**src/rtl/lbirq_pkg.sv**
```systemverilog
package lbirq_pkg;
  // Vector value reported for pending line idx: never zero for a real request.
  function automatic int unsigned vec_code(input int unsigned idx);
    return (idx + 1) << 2;
  endfunction

  // Byte offsets decoded by the register window.
  localparam int unsigned OFF_VECTOR = 0;
  localparam int unsigned OFF_ENABLE = 2;
endpackage

```
**src/rtl/lbirq_src_capture.sv**
```systemverilog
module lbirq_src_capture #(
  parameter int N = 16
) (
  input  logic         clk,
  input  logic         rst_n,
  input  logic [N-1:0] lines,
  output logic [N-1:0] src
);
  always_ff @(posedge clk or negedge rst_n) begin
    if (!rst_n) src <= '0;
    else        src <= lines;
  end

  a_r1_src_follows: assert property (@(posedge clk) disable iff (!rst_n)
    rst_n |=> src == $past(lines));
endmodule

```
**src/rtl/lbirq_mask_reg.sv**
```systemverilog
module lbirq_mask_reg #(
  parameter int          N      = 16,
  parameter int          AW     = 4,
  parameter int unsigned OFFSET = 2,
  parameter logic [N-1:0] RESET_VAL = 16'h0010
) (
  input  logic          clk,
  input  logic          rst_n,
  input  logic [AW-1:0] addr,
  input  logic          wr,
  input  logic [N-1:0]  wdata,
  output logic [N-1:0]  mask
);
  logic hit_wr;
  assign hit_wr = wr && (addr == AW'(OFFSET));

  always_ff @(posedge clk or negedge rst_n) begin
    if (!rst_n)      mask <= RESET_VAL;
    else if (hit_wr) mask <= wdata;
  end

  a_r5_mask_store: assert property (@(posedge clk) disable iff (!rst_n)
    (wr && addr == AW'(OFFSET)) |=> mask == $past(wdata));
  a_r7_mask_hold: assert property (@(posedge clk) disable iff (!rst_n)
    !(wr && addr == AW'(OFFSET)) |=> $stable(mask));
endmodule

```
**src/rtl/lbirq_prio_enc.sv**
```systemverilog
module lbirq_prio_enc
  import lbirq_pkg::*;
#(
  parameter int N = 16,
  parameter int W = 16
) (
  input  logic         clk,
  input  logic         rst_n,
  input  logic [N-1:0] pend,
  output logic [N-1:0] grant,
  output logic [W-1:0] code
);
  logic [N:0] seen;
  assign seen[0] = 1'b0;

  for (genvar i = 0; i < N; i++) begin : g_chain
    assign seen[i+1] = seen[i] | pend[i];
    assign grant[i]  = pend[i] & ~seen[i];
  end

  always_comb begin
    code = '0;
    for (int i = 0; i < N; i++) begin
      if (grant[i]) code = code | W'(vec_code(i));
    end
  end

  a_r9_single_winner: assert property (@(posedge clk) disable iff (!rst_n)
    $onehot0(grant));
  a_r4_zero_when_idle: assert property (@(posedge clk) disable iff (!rst_n)
    (pend == '0) |-> (code == '0));
  a_r3_winner_pending: assert property (@(posedge clk) disable iff (!rst_n)
    (pend != '0) |-> ((grant & pend) != '0));
endmodule

```
**src/rtl/lbirq_rdmux.sv**
```systemverilog
module lbirq_rdmux
  import lbirq_pkg::*;
#(
  parameter int N  = 16,
  parameter int W  = 16,
  parameter int AW = 4
) (
  input  logic [AW-1:0] addr,
  input  logic [W-1:0]  code,
  input  logic [N-1:0]  mask,
  output logic [W-1:0]  rdata
);
  always_comb begin
    if (addr == AW'(OFF_VECTOR))      rdata = code;
    else if (addr == AW'(OFF_ENABLE)) rdata = W'(mask);
    else                              rdata = '0;
  end
endmodule

```
**src/rtl/lbirq_encoder.sv**
```systemverilog
module lbirq_encoder
  import lbirq_pkg::*;
#(
  parameter int           NUM_LINES = 16,
  parameter int           DATA_W    = 16,
  parameter int           ADDR_W    = 4,
  parameter logic [15:0]  MASK_INIT = 16'h0010
) (
  input  logic              clk,
  input  logic              rst_n,
  input  logic [15:0]       irq_lines,
  input  logic [ADDR_W-1:0] reg_addr,
  input  logic              reg_wr,
  input  logic [15:0]       reg_wdata,
  output logic [15:0]       reg_rdata,
  output logic              irq_out
);
  localparam int N = NUM_LINES;
  localparam int W = DATA_W;

  logic [N-1:0] src;
  logic [N-1:0] mask;
  logic [N-1:0] pending;
  logic [N-1:0] grant;
  logic [W-1:0] code;

  lbirq_src_capture #(.N(N)) u_src (
    .clk(clk), .rst_n(rst_n), .lines(irq_lines), .src(src)
  );

  lbirq_mask_reg #(.N(N), .AW(ADDR_W), .OFFSET(OFF_ENABLE), .RESET_VAL(MASK_INIT)) u_mask (
    .clk(clk), .rst_n(rst_n), .addr(reg_addr), .wr(reg_wr),
    .wdata(reg_wdata), .mask(mask)
  );

  assign pending = src & mask;

  lbirq_prio_enc #(.N(N), .W(W)) u_enc (
    .clk(clk), .rst_n(rst_n), .pend(pending), .grant(grant), .code(code)
  );

  lbirq_rdmux #(.N(N), .W(W), .AW(ADDR_W)) u_rd (
    .addr(reg_addr), .code(code), .mask(mask), .rdata(reg_rdata)
  );

  assign irq_out = |pending;

  a_r2_out_matches_vector: assert property (@(posedge clk) disable iff (!rst_n)
    irq_out == (code != '0));
  a_r2_out_matches_grant: assert property (@(posedge clk) disable iff (!rst_n)
    irq_out == (grant != '0));
endmodule

```
**config.mk**
```make
export PLATFORM = sky130hd
export DESIGN_NAME = lbirq_encoder
export DESIGN_NICKNAME = d
export VERILOG_FILES = /design/src/rtl/lbirq_pkg.sv /design/src/rtl/lbirq_src_capture.sv /design/src/rtl/lbirq_mask_reg.sv /design/src/rtl/lbirq_prio_enc.sv /design/src/rtl/lbirq_rdmux.sv /design/src/rtl/lbirq_encoder.sv
export SDC_FILE = /design/constraint.sdc
export NUM_CORES = 1
export LEC_CHECK = 0
export ABC_CLOCK_PERIOD_IN_PS = 2900
export BUFFER_PORTS_ARGS = -buffer_cell sky130_fd_sc_hd__buf_2
export CORE_ASPECT_RATIO = 1.75
export CORE_MARGIN = 1.5
export CORE_UTILIZATION = 50
export CTS_BUF_LIST = sky130_fd_sc_hd__clkbuf_4
export CTS_CLUSTER_DIAMETER = 150
export DETAILED_ROUTE_END_ITERATION = 8
export HOLD_SLACK_MARGIN = 0.12
export PLACE_DENSITY = 0.93
export RECOVER_POWER = 100
export SYNTH_ARGS = -nofsm -noshare
export SYNTH_HDL_FRONTEND = slang
export SYNTH_SLANG_ARGS = --single-unit
export TNS_END_PERCENT = 5
```
**constraint.sdc**
```tcl
create_clock -name clk -period 2.9 [get_ports clk]
set_input_delay 0.725 -clock clk [delete_from_list [all_inputs] [get_ports clk]]
set_output_delay 0.725 -clock clk [all_outputs]
set_load 0.005 [all_outputs]
```
==> metrics.md, run 1 <==
| Metric | Value |
|---|---|
| Failing checks | max-capacitance violations, max-slew violations |
| Post-DRT Antenna Nets | 0 |
| Die area | 0.00318 mm^2 |
| Worst path required time | 2.17 ns |
| Clock Sinks | 32 |
| Bufs on Longest Clock Path | 2 |
| Met2 Use GR | 37.3% |
| Wire length per cell | 15.5 um |
| Synth area leaders | dfrtp_1, mux2_2, and3_1 |
| Vias per inst | 5.86 |
| CP max-delay cell | dfrtp_1 |
| GRT Overall Usage | 22.1% |
| Total grt overflow | 0 |
| Period minus WS final | 2.79 ns |
| DPL Wire Length | 2.37 mm |
| Htree depth | 2 |
| Grt peak-use layer | met2 |
| Slowest stage delay, CP | 0.43 ns |
| Max Cap Violations | 1 |
| Skew-Pair Late Insertion Delay | 0.33 ns |
| Port bufs | 55 |
| Fmax | 358 MHz |
| Register area share after synthesis | 56.5% |
| Pin count of the biggest net entering global routing | 33 |
| CTS tree | yes |
| Final setup violation count | 0 |
| Critical path class | register to output port |
| Warnings, synthesis | 0 |
| Tcrit/Tclk final | 96.3% |
| Post-synth cell types | 28 |
| Dpl ws | 0.425 ns |
| DR iter-0 viols | 104 |
| Share of layout cells above drive strength 1 | 44.1% |
| Core Util, Final | 67.7% |
| Initial antenna violation count | 0 |
| CP Cell Sequence | a222oi_1 > and3_2 > or3b_1 > a21oi_2 > clkbuf_2 |
| Initial Util | 52.8% |
| Met1 Use GR | 24.8% |
| Detailed Routing Iterations Pass 1 | 7 |
| Status | complete, but fails checks |
| Vias in the first global route | 1200 |
| Max-slew violations | 33 |
| Top cell type's share of synthesized area | 54.6% |
| Worst hold slack | 0.489 ns |
| Crit Path Max Fanout | 3 |
| Layout fillers | 208 |
| PD cells | 591 mW/mm^2 |
| Avg Cell Area, Syn | 12.0 um^2 |
| Die H | 73.5 um |
| Leakage | 0.905 nW |
| Vias | 1249 |
| CTS Buf Count | 5 |
| Crit. End Element | output port |
| Worst EP arrival | 2.07 ns |
| Worst Hold Class | input pin to register |
| Diode count | 0 |
| GPL Wtd Cong | 0.817 |
| Synthesis-stage register bit count | 32 |
| Drt total wl | 3.30 mm |
| Met3 Resource Use GR | 5.65% |
| Buffers plus inverters on the worst setup path | 1 |
| Peak supply drop | 0.402 mV |
| Row count | 25 |
| Final worst slack | 0.106 ns |
| Root buffer cell | clkbuf_4 |
| Final hold violation count | 0 |
| Clock Skews | 0 ns |
| Area delta synth->final | 28.3% |
| # DRC | 0 |
| Cells after Synth | 118 |
| CP top delay family | simple AND/OR/NAND/NOR gates |
| Max transition margin | -7.14% |
| Post-Synthesis Cell Area | 0.00142 mm^2 |
| Final instance area | 0.00182 mm^2 |
| Cell taking the most area after synthesis | dfrtp_1 |
| Die Wd | 43.3 um |
| Area post-placement | 0.00172 mm^2 |
| Worst Setup Start Kind | register |
| Nets | 224 |
| Core ar. | 0.00269 mm^2 |
| First-pass GRT wire length | 5.15 mm |
| Clk slew on worst S/H paths | 0.10 ns |
| RSZ-0062 raised after global routing | no |
| Synth Net Count | 157 |
| IO Count | 56 |
| Slew @ Worst Pin | 1.61 ns |
| Post-Route Setup TNS | 0 ns |
[sequential cells by signal, indices dropped and copies added, names as in the netlist]
register	count
u_mask.mask	16
u_src.src	16
[layer usage]
layer / part of all wire [%] / vias up / wire length, um
li1: - / 589 / -
met4: 3.1 / 0 / 102
met1: 35 / 593 / 1160
met5: 0 / - / 0
met2: 55 / 56 / 1820
met3: 6.4 / 11 / 211
[cells by family after synthesis]
| kind of cell | share of synthesized area [%] |
|---|---|
| AO/OA/AOI/OAI | 14.6 |
| buffers and inverters | 1.85 |
| AND/OR/NAND/NOR | 14.4 |
| multiplexers | 12.7 |
| flip-flops | 56.5 |
[worst paths after layout]
path	slack [ns]	to	depth (start not counted)	from
max	0.11	reg_rdata[5]	5	u_src.src[0]
min	0.49	u_src.src[1]	1	irq_lines[1]
max reg2reg	2.07	u_mask.mask[14]	1	u_mask.mask[14]
min reg2reg	0.55	u_mask.mask[15]	1	u_mask.mask[15]
max in group asynchronous	1.17	u_mask.mask[6]	1	rst_n
min in group asynchronous	0.78	u_mask.mask[15]	1	rst_n
[per-stage QoR]
step	total power, mW	cells
after global routing	1.14	213
after detailed placement	0.806	198
after global placement	0.791	198
after CTS	1.06	206
after floorplan	0.716	118
final	1.08	213
[final cells by class]
| cell class | instances | area, um^2 | share of cell area (%) |
|---|---|---|---|
| flip-flops and latches | 32 | 802 | 44.0 |
| multi-input cells | 81 | 597 | 32.8 |
| repair buffers | 64 | 329 | 18.1 |
| clock buffers | 7 | 52.6 | 2.88 |
| well taps | 27 | 33.8 | 1.85 |
| clock inverters | 1 | 3.75 | 0.206 |
| inverters | 1 | 3.75 | 0.206 |
[placed cells by master, fill, tap and decap left out, types with 2 or more instances in the layout]
cell type / instances
buf_2: 45
dfrtp_1: 31
mux2_2: 16
and3_1: 11
nand2_1: 11
clkbuf_1: 8
buf_4: 8
clkbuf_4: 7
a222oi_1: 5
a31oi_1: 5
a32o_1: 4
nor2_1: 3
and2_1: 3
o21ai_0: 3
a22oi_1: 2
and3_2: 2
a21oi_1: 2
nand4_1: 2
nand3_1: 2
clkbuf_2: 2
[power by group]
part           switching, mW  internal (mW)  total [mW]  leakage, nW
Combinational          0.104          0.144       0.248        0.490
Clock                  0.136          0.112       0.248       0.0338
Sequential            0.0681          0.512       0.580        0.381
Total                  0.308          0.768        1.08        0.905
[cells in the mapped netlist (all sizes together)]
master,instances
dfrtp,31
mux2,16
and3,13
nand2,11
a222oi,5
a31oi,5
a32o,4
a21oi,3
and2,3
clkbuf,3
nor2,3
o21ai,3
a22oi,2
nand3,2
nand4,2
a21boi,1
a22o,1
a32oi,1
buf,1
dfstp,1
inv,1
nor3,1
nor3b,1
o211ai,1
o221ai,1
or3,1
or3b,1
[what timing repair did]
action | in CTS | in global routing
resized for setup | 0 | 3
hold buffers | 0 | 0
endpoints found under the setup margin | 0 | 1
setup buffers | 0 | 7
Note: power is estimated with default switching activity, not from simulation.
==> inputs of run 2 (changes only) <==
- GPL_TIMING_DRIVEN: unset -> 0
- RECOVER_POWER: 100 -> 25
==> metrics.md, run 2 (synthesis results as in run 1) <==
| Metric | Value |
|---|---|
| Max Cap Violations | 1 |
| Row count | 25 |
| Final setup violation count | 0 |
| Vias | 1237 |
| Post-Route Setup TNS | 0 ns |
| Bufs on Longest Clock Path | 2 |
| Tcrit/Tclk final | 99.2% |
| Sw frac | 28.9% |
| Crit. End Element | output port |
| Worst Hold Class | input pin to register |
| Vias in the first global route | 1208 |
| Drt total wl | 3.26 mm |
| Max transition margin | -9.06% |
| R2r endpoint | u_mask.mask[13] |
| Hold buffer count at CTS | 0 |
| Initial antenna violation count | 0 |
| Initial Util | 52.8% |
| Total grt overflow | 0 |
| Worst Min Path Start | irq_lines[7] |
| Leakage | 0.909 nW |
| Most frequent cells in the layout | buf_2, dfrtp_1, mux2_2 |
| PD cells | 590 mW/mm^2 |
| Clock Sinks | 32 |
| Commonest non-fill, non-tap cell in the layout | buf_2 |
| Core ar. | 0.00269 mm^2 |
| Status | complete, but fails checks |
| Failing checks | max-capacitance violations, max-slew violations |
| GPL Wtd Cong | 0.841 |
| Peak supply drop | 0.415 mV |
| Worst Hold Depth | 1 |
| Cell Int Power | 0.753 mW |
| Share of layout cells above drive strength 1 | 45.9% |
| Wire length per cell | 15.7 um |
| Worst r2r src | u_mask.mask[13] |
| Critical path class | register to output port |
| Sequential power share | 54.9% |
| CTS tree | yes |
| Detailed Routing Iterations Pass 1 | 7 |
| Skew-Pair Late Insertion Delay | 0.33 ns |
| GRT Overall Usage | 22.1% |
| Gate power share | 21.3% |
| CTS Buf Count | 5 |
| Worst Setup Start Kind | register |
| Register-to-register setup slack | 2.07 ns |
| Pin count of the biggest net entering global routing | 33 |
| Period minus WS final | 2.88 ns |
| Die H | 73.5 um |
| Worst EP arrival | 2.15 ns |
| Clk slew on worst S/H paths | 0.10 ns |
| First-pass GRT wire length | 5.12 mm |
| Port bufs | 54 |
| Slew @ Worst Pin | 1.64 ns |
| Registers with the most flip-flops | u_mask.mask: 16 flops, u_src.src: 16 flops |
| Die area | 0.00318 mm^2 |
| Post-DRT Antenna Nets | 0 |
| Fmax | 347 MHz |
| Diode count | 0 |
| NetSw | 0.307 mW |
| Htree depth | 2 |
| Cells on worst reg2reg path | 1 |
| Max-slew violations | 33 |
| IO Count | 56 |
| Area delta synth->final | 26.6% |
| Clock power frac | 23.8% |
| Nets | 219 |
| Hold Path End | u_src.src[7] |
| RSZ-0062 raised after global routing | yes |
| Placed cell count | 199 |
| Vias per inst | 5.95 |
| Root buffer cell | clkbuf_4 |
| Crit Path Max Fanout | 5 |
| DPL Wire Length | 2.50 mm |
| Clock Skews | 0 ns |
| Non-filler instance count after layout | 208 |
| DR iter-0 viols | 67 |
| Final hold violation count | 0 |
| Die Wd | 43.3 um |
| # DRC | 0 |
| Worst path required time | 2.17 ns |
run 2: changes by cell type in the layout (fill, tap and decap cells not counted):
cell,before,now
nor3_1,1,0
buf_2,45,53
buf_6,0,1
a21oi_1,2,3
a21oi_2,1,0
clkbuf_1,8,4
clkbuf_2,2,0
buf_4,8,1
clkinv_1,1,0
and3_2,2,1
nor3_2,0,1
and3_4,0,1
clkinv_2,0,1
buf_1,1,0
run 2: how the worst max path moves through the flow:
| stage | to | depth (start not counted) | slack [ns] | start |
|---|---|---|---|---|
| final | reg_rdata[5] | 5 | 0.02 | u_mask.mask[0] |
| after global routing | reg_rdata[5] | 5 | -0.07 | u_mask.mask[0] |
| after CTS | reg_rdata[2] | 6 | 0.01 | reg_addr[3] |
| after detailed placement | reg_rdata[2] | 6 | 0.03 | reg_addr[3] |
| after global placement | reg_rdata[2] | 6 | 0.11 | reg_addr[3] |
| after floorplan | reg_rdata[5] | 4 | 0.48 | u_mask.mask[0] |
run 2: layout make-up:
cell class	instances	area [um^2]
Fill cell	203	892
Inverter	1	3.75
Timing Repair Buffer	55	277
Multi-Input combinational cell	81	602
Clock buffer	7	52.6
Buffer	4	22.5
Sequential cell	32	802
Clock inverter	1	5.00
Tap cell	27	33.8
run 2: routing by layer:
metal / vias up / share of wire, % / global-route usage, %
met1: 598 / 37 / 23.3
met4: 0 / 2.2 / 11.1
met5: - / 0 / 0
met3: 6 / 5.2 / 5.16
met2: 51 / 56 / 39.8
li1: 582 / - / -
run 2: critical path, cell delays in order, from the launching register on:
cell and delay [ns]:
dfrtp_1 0.43, a222oi_1 0.48, and3_4 0.31, or3b_1 0.34, a21oi_1 0.14, buf_2 0.12
run 2: power groups by stage:
| stage | sequential [mW] | combinational (mW) | clock [mW] |
|---|---|---|---|
| floorplan | 0.565 | 0.151 | 0 |
| global placement | 0.581 | 0.207 | 0 |
| detailed placement | 0.589 | 0.215 | 0 |
| CTS | 0.579 | 0.222 | 0.261 |
| global route | 0.592 | 0.247 | 0.279 |
| finish | 0.582 | 0.226 | 0.252 |
run 2: through the flow:
stage / area, um^2 / total power, mW / utilization, % / hold WS, ns / worst slack (ns)
2_1_floorplan: 1420 / 0.716 / - / 0.429 / 0.485
3_3_place_gp: 1720 / 0.787 / 64.1 / 0.508 / 0.108
3_5_place_dp: 1720 / 0.805 / 64.1 / 0.544 / 0.0268
4_1_cts: 1790 / 1.06 / 66.5 / 0.437 / 0.0149
5_1_grt: 1800 / 1.12 / 66.8 / 0.475 / -0.0680
6_report: 1800 / 1.06 / 66.8 / 0.481 / 0.0221
run 2: timing repair:
item / in CTS / in global routing
resized for setup: 0 / 3
pin swaps: 1 / 1
setup buffers: 1 / 0
endpoints found under the setup margin: 3 / 4
==> inputs of run 3 (changes only) <==
- ABC_AREA: unset -> 1
- ABC_CLOCK_PERIOD_IN_PS: 2900 -> unset
- CORE_UTILIZATION: 50 -> 51
==> metrics.md, run 3 <==
| Metric | Value |
|---|---|
| Synth Net Count | 213 |
| # DRC | 0 |
| Dpl ws | 0.176 ns |
| CTS tree | yes |
| Placed cell count | 257 |
| Max Cap Violations | 1 |
| Post-DRT Antenna Nets | 0 |
| Vias per inst | 5.06 |
| Worst Hold Depth | 1 |
| Clock Sinks | 32 |
| Non-filler instance count after layout | 265 |
| Most frequent cell after synthesis | nand2_1 |
| Sw frac | 31.6% |
| Critical path class | input pin to output port |
| Crit Path Max Fanout | 10 |
| CTS Buf Count | 5 |
| First-pass GRT wire length | 5.49 mm |
| Top cell type's share of synthesized area | 49.8% |
| Initial antenna violation count | 0 |
| Max-slew violations | 33 |
| Gate power share | 23.4% |
| Post-Synthesis Cell Area | 0.00156 mm^2 |
| Cells on worst reg2reg path | 1 |
| Hold buffer count at CTS | 0 |
| CTS-repair resized insts | 0 |
| Asr flop ratio synth | 100% |
| Pin count of the biggest net entering global routing | 33 |
| Total grt overflow | 0 |
| GRT Overall Usage | 22.0% |
| PD cells | 534 mW/mm^2 |
| Cell taking the most area after synthesis | dfrtp_1 |
| Diode count | 0 |
| Htree depth | 2 |
| Final setup violation count | 0 |
| Final hold violation count | 0 |
| Die H | 76.1 um |
| DR iter-0 viols | 28 |
| Detailed Routing Iterations Pass 1 | 4 |
| Nets | 275 |
| Worst Hold Class | input pin to register |
| Failing checks | max-capacitance violations, max-slew violations |
| Worst hold slack | 0.490 ns |
| Area post-placement | 0.00187 mm^2 |
| Worst r2r src | u_mask.mask[6] |
| Drt total wl | 3.37 mm |
| Core ar. | 0.00293 mm^2 |
| Core Util, Final | 65.5% |
| IO Count | 56 |
| Initial Util | 53.2% |
| Bufs on Longest Clock Path | 2 |
| RSZ-0062 raised after global routing | no |
| Clock power frac | 23.0% |
| R2r endpoint | u_mask.mask[6] |
| NetSw | 0.323 mW |
| Wire length per cell | 12.7 um |
| Final instance area | 0.00192 mm^2 |
| Cell Int Power | 0.700 mW |
| Synth area leaders | dfrtp_1, nand2_1, nor2_1 |
| Commonest non-fill, non-tap cell in the layout | buf_2 |
| Overall power | 1.02 mW |
| Synthesis-stage register bit count | 32 |
| Die Wd | 44.8 um |
| Registers with the most flip-flops | u_mask.mask: 16 flops, u_src.src: 16 flops |
| CP startpoint | reg_addr[3] |
| Share of layout cells above drive strength 1 | 38.8% |
| Total setup buffers inserted after CTS | 0 |
| Root buffer cell | clkbuf_4 |
| Register-to-register setup slack | 2.08 ns |
| Tcrit/Tclk final | 93.5% |
| Peak supply drop | 0.549 mV |
| Most frequent cells in the layout | buf_2, nand2_1, dfrtp_1 |
| Max transition margin | -6.88% |
| Fmax | 369 MHz |
| Top_reg_cell synth | dfrtp_1 |
| Critical Path Sink | reg_rdata[7] |
| Buffers plus inverters on the worst setup path | 5 |
| Crit. End Element | output port |
| Die area | 0.00341 mm^2 |
| Final worst slack | 0.189 ns |
| Worst EP arrival | 1.99 ns |
| Instance count on the critical path | 8 |
| Worst Setup Start Kind | input pin |
| Cells after Synth | 174 |
| Post-synth cell types | 25 |
| Slew @ Worst Pin | 1.60 ns |
| CP max-delay cell | nor3_4 |
| Slowest stage delay, CP | 0.28 ns |
| Area delta synth->final | 23.2% |
| Leakage | 1.12 nW |
| Vias | 1342 |
| Post-Route Setup TNS | 0 ns |
| Sequential power share | 53.6% |
| Area occupied by multi-input gates | 642 um^2 |
| Port bufs | 55 |
| Skew-Pair Late Insertion Delay | 0.33 ns |
| Vias in the first global route | 1307 |
| Row count | 26 |
| DPL Wire Length | 2.61 mm |
| Warnings, synthesis | 0 |
| Clk slew on worst S/H paths | 0.10 ns |
| GPL Wtd Cong | 0.816 |
| Clock Skews | 0 ns |
| Reg area | 802 um^2 |
| Worst path required time | 2.17 ns |
| Layout fillers | 249 |
| Synth top cells by count | nand2_1, dfrtp_1, nor2_1 |
| Avg Cell Area, Syn | 8.95 um^2 |
| Register area share after synthesis | 51.5% |
| CP Cell Sequence | buf_2 > nor2_1 > inv_2 > nor3_4 > inv_1 > clkbuf_1 > nor2_1 > buf_2 |
| Status | complete, but fails checks |
| Post-synth EDFFs | 0 |
| Period minus WS final | 2.71 ns |
| CP top delay family | buffers and inverters |
==> run 3: changes by cell type in the layout (fill, tap and decap cells not counted), sizes merged, moves of 3 or more <==
| cell | delta |
|---|---|
| inv | +22 |
| nand3 | +9 |
| a31oi | -4 |
| and2 | -3 |
| a21oi | +14 |
| a222oi | -5 |
| nor2 | +29 |
| mux2 | -11 |
| a32o | -4 |
| clkbuf | -4 |
| and3 | -13 |
| nand2 | +31 |
==> run 3: per-layer routing <==
metal / wire (um) / vias to the layer above / global-route usage [%]
met5: 0 / - / 0
met4: 104 / 0 / 11.8
met3: 111 / 7 / 2.84
met2: 1830 / 36 / 36.8
met1: 1330 / 624 / 26.0
li1: - / 675 / -
==> run 3: worst min-delay path by stage <==
stage,startpoint,to,slack [ns]
floorplan,rst_n,u_mask.mask[0],0.43
global placement,u_mask.mask[0],u_mask.mask[0],0.52
detailed placement,u_mask.mask[9],u_mask.mask[9],0.53
CTS,rst_n,u_mask.mask[10],0.44
global route,irq_lines[12],u_src.src[12],0.48
finish,irq_lines[3],u_src.src[3],0.49
==> run 3: power by group through the flow <==
stage	registers (mW)	clock network (mW)	logic, mW
3_3_place_gp	0.554	0	0.230
2_1_floorplan	0.544	0	0.170
4_1_cts	0.549	0.240	0.241
5_1_grt	0.555	0.262	0.269
3_5_place_dp	0.557	0	0.239
6_report	0.548	0.235	0.240
==> run 3: cells by family (layout without fill, tap and decap cells) <==
family	Yosys count	after routing	synth area share (%)
buffers and inverters	26	89	7.23
flip-flops	32	32	51.5
multiplexers	5	5	4.82
AND/OR/NAND/NOR	88	88	25.7
AO/OA/AOI/OAI	23	23	10.7
==> run 3: area by class of cell <==
cell class / instances / area share (%)
repair buffers: 55 / 14.3
multi-input cells: 116 / 33.5
plain buffers: 3 / 1.37
clock buffers: 5 / 1.96
clock inverters: 3 / 0.718
well taps: 28 / 1.83
inverters: 23 / 4.50
flip-flops and latches: 32 / 41.8
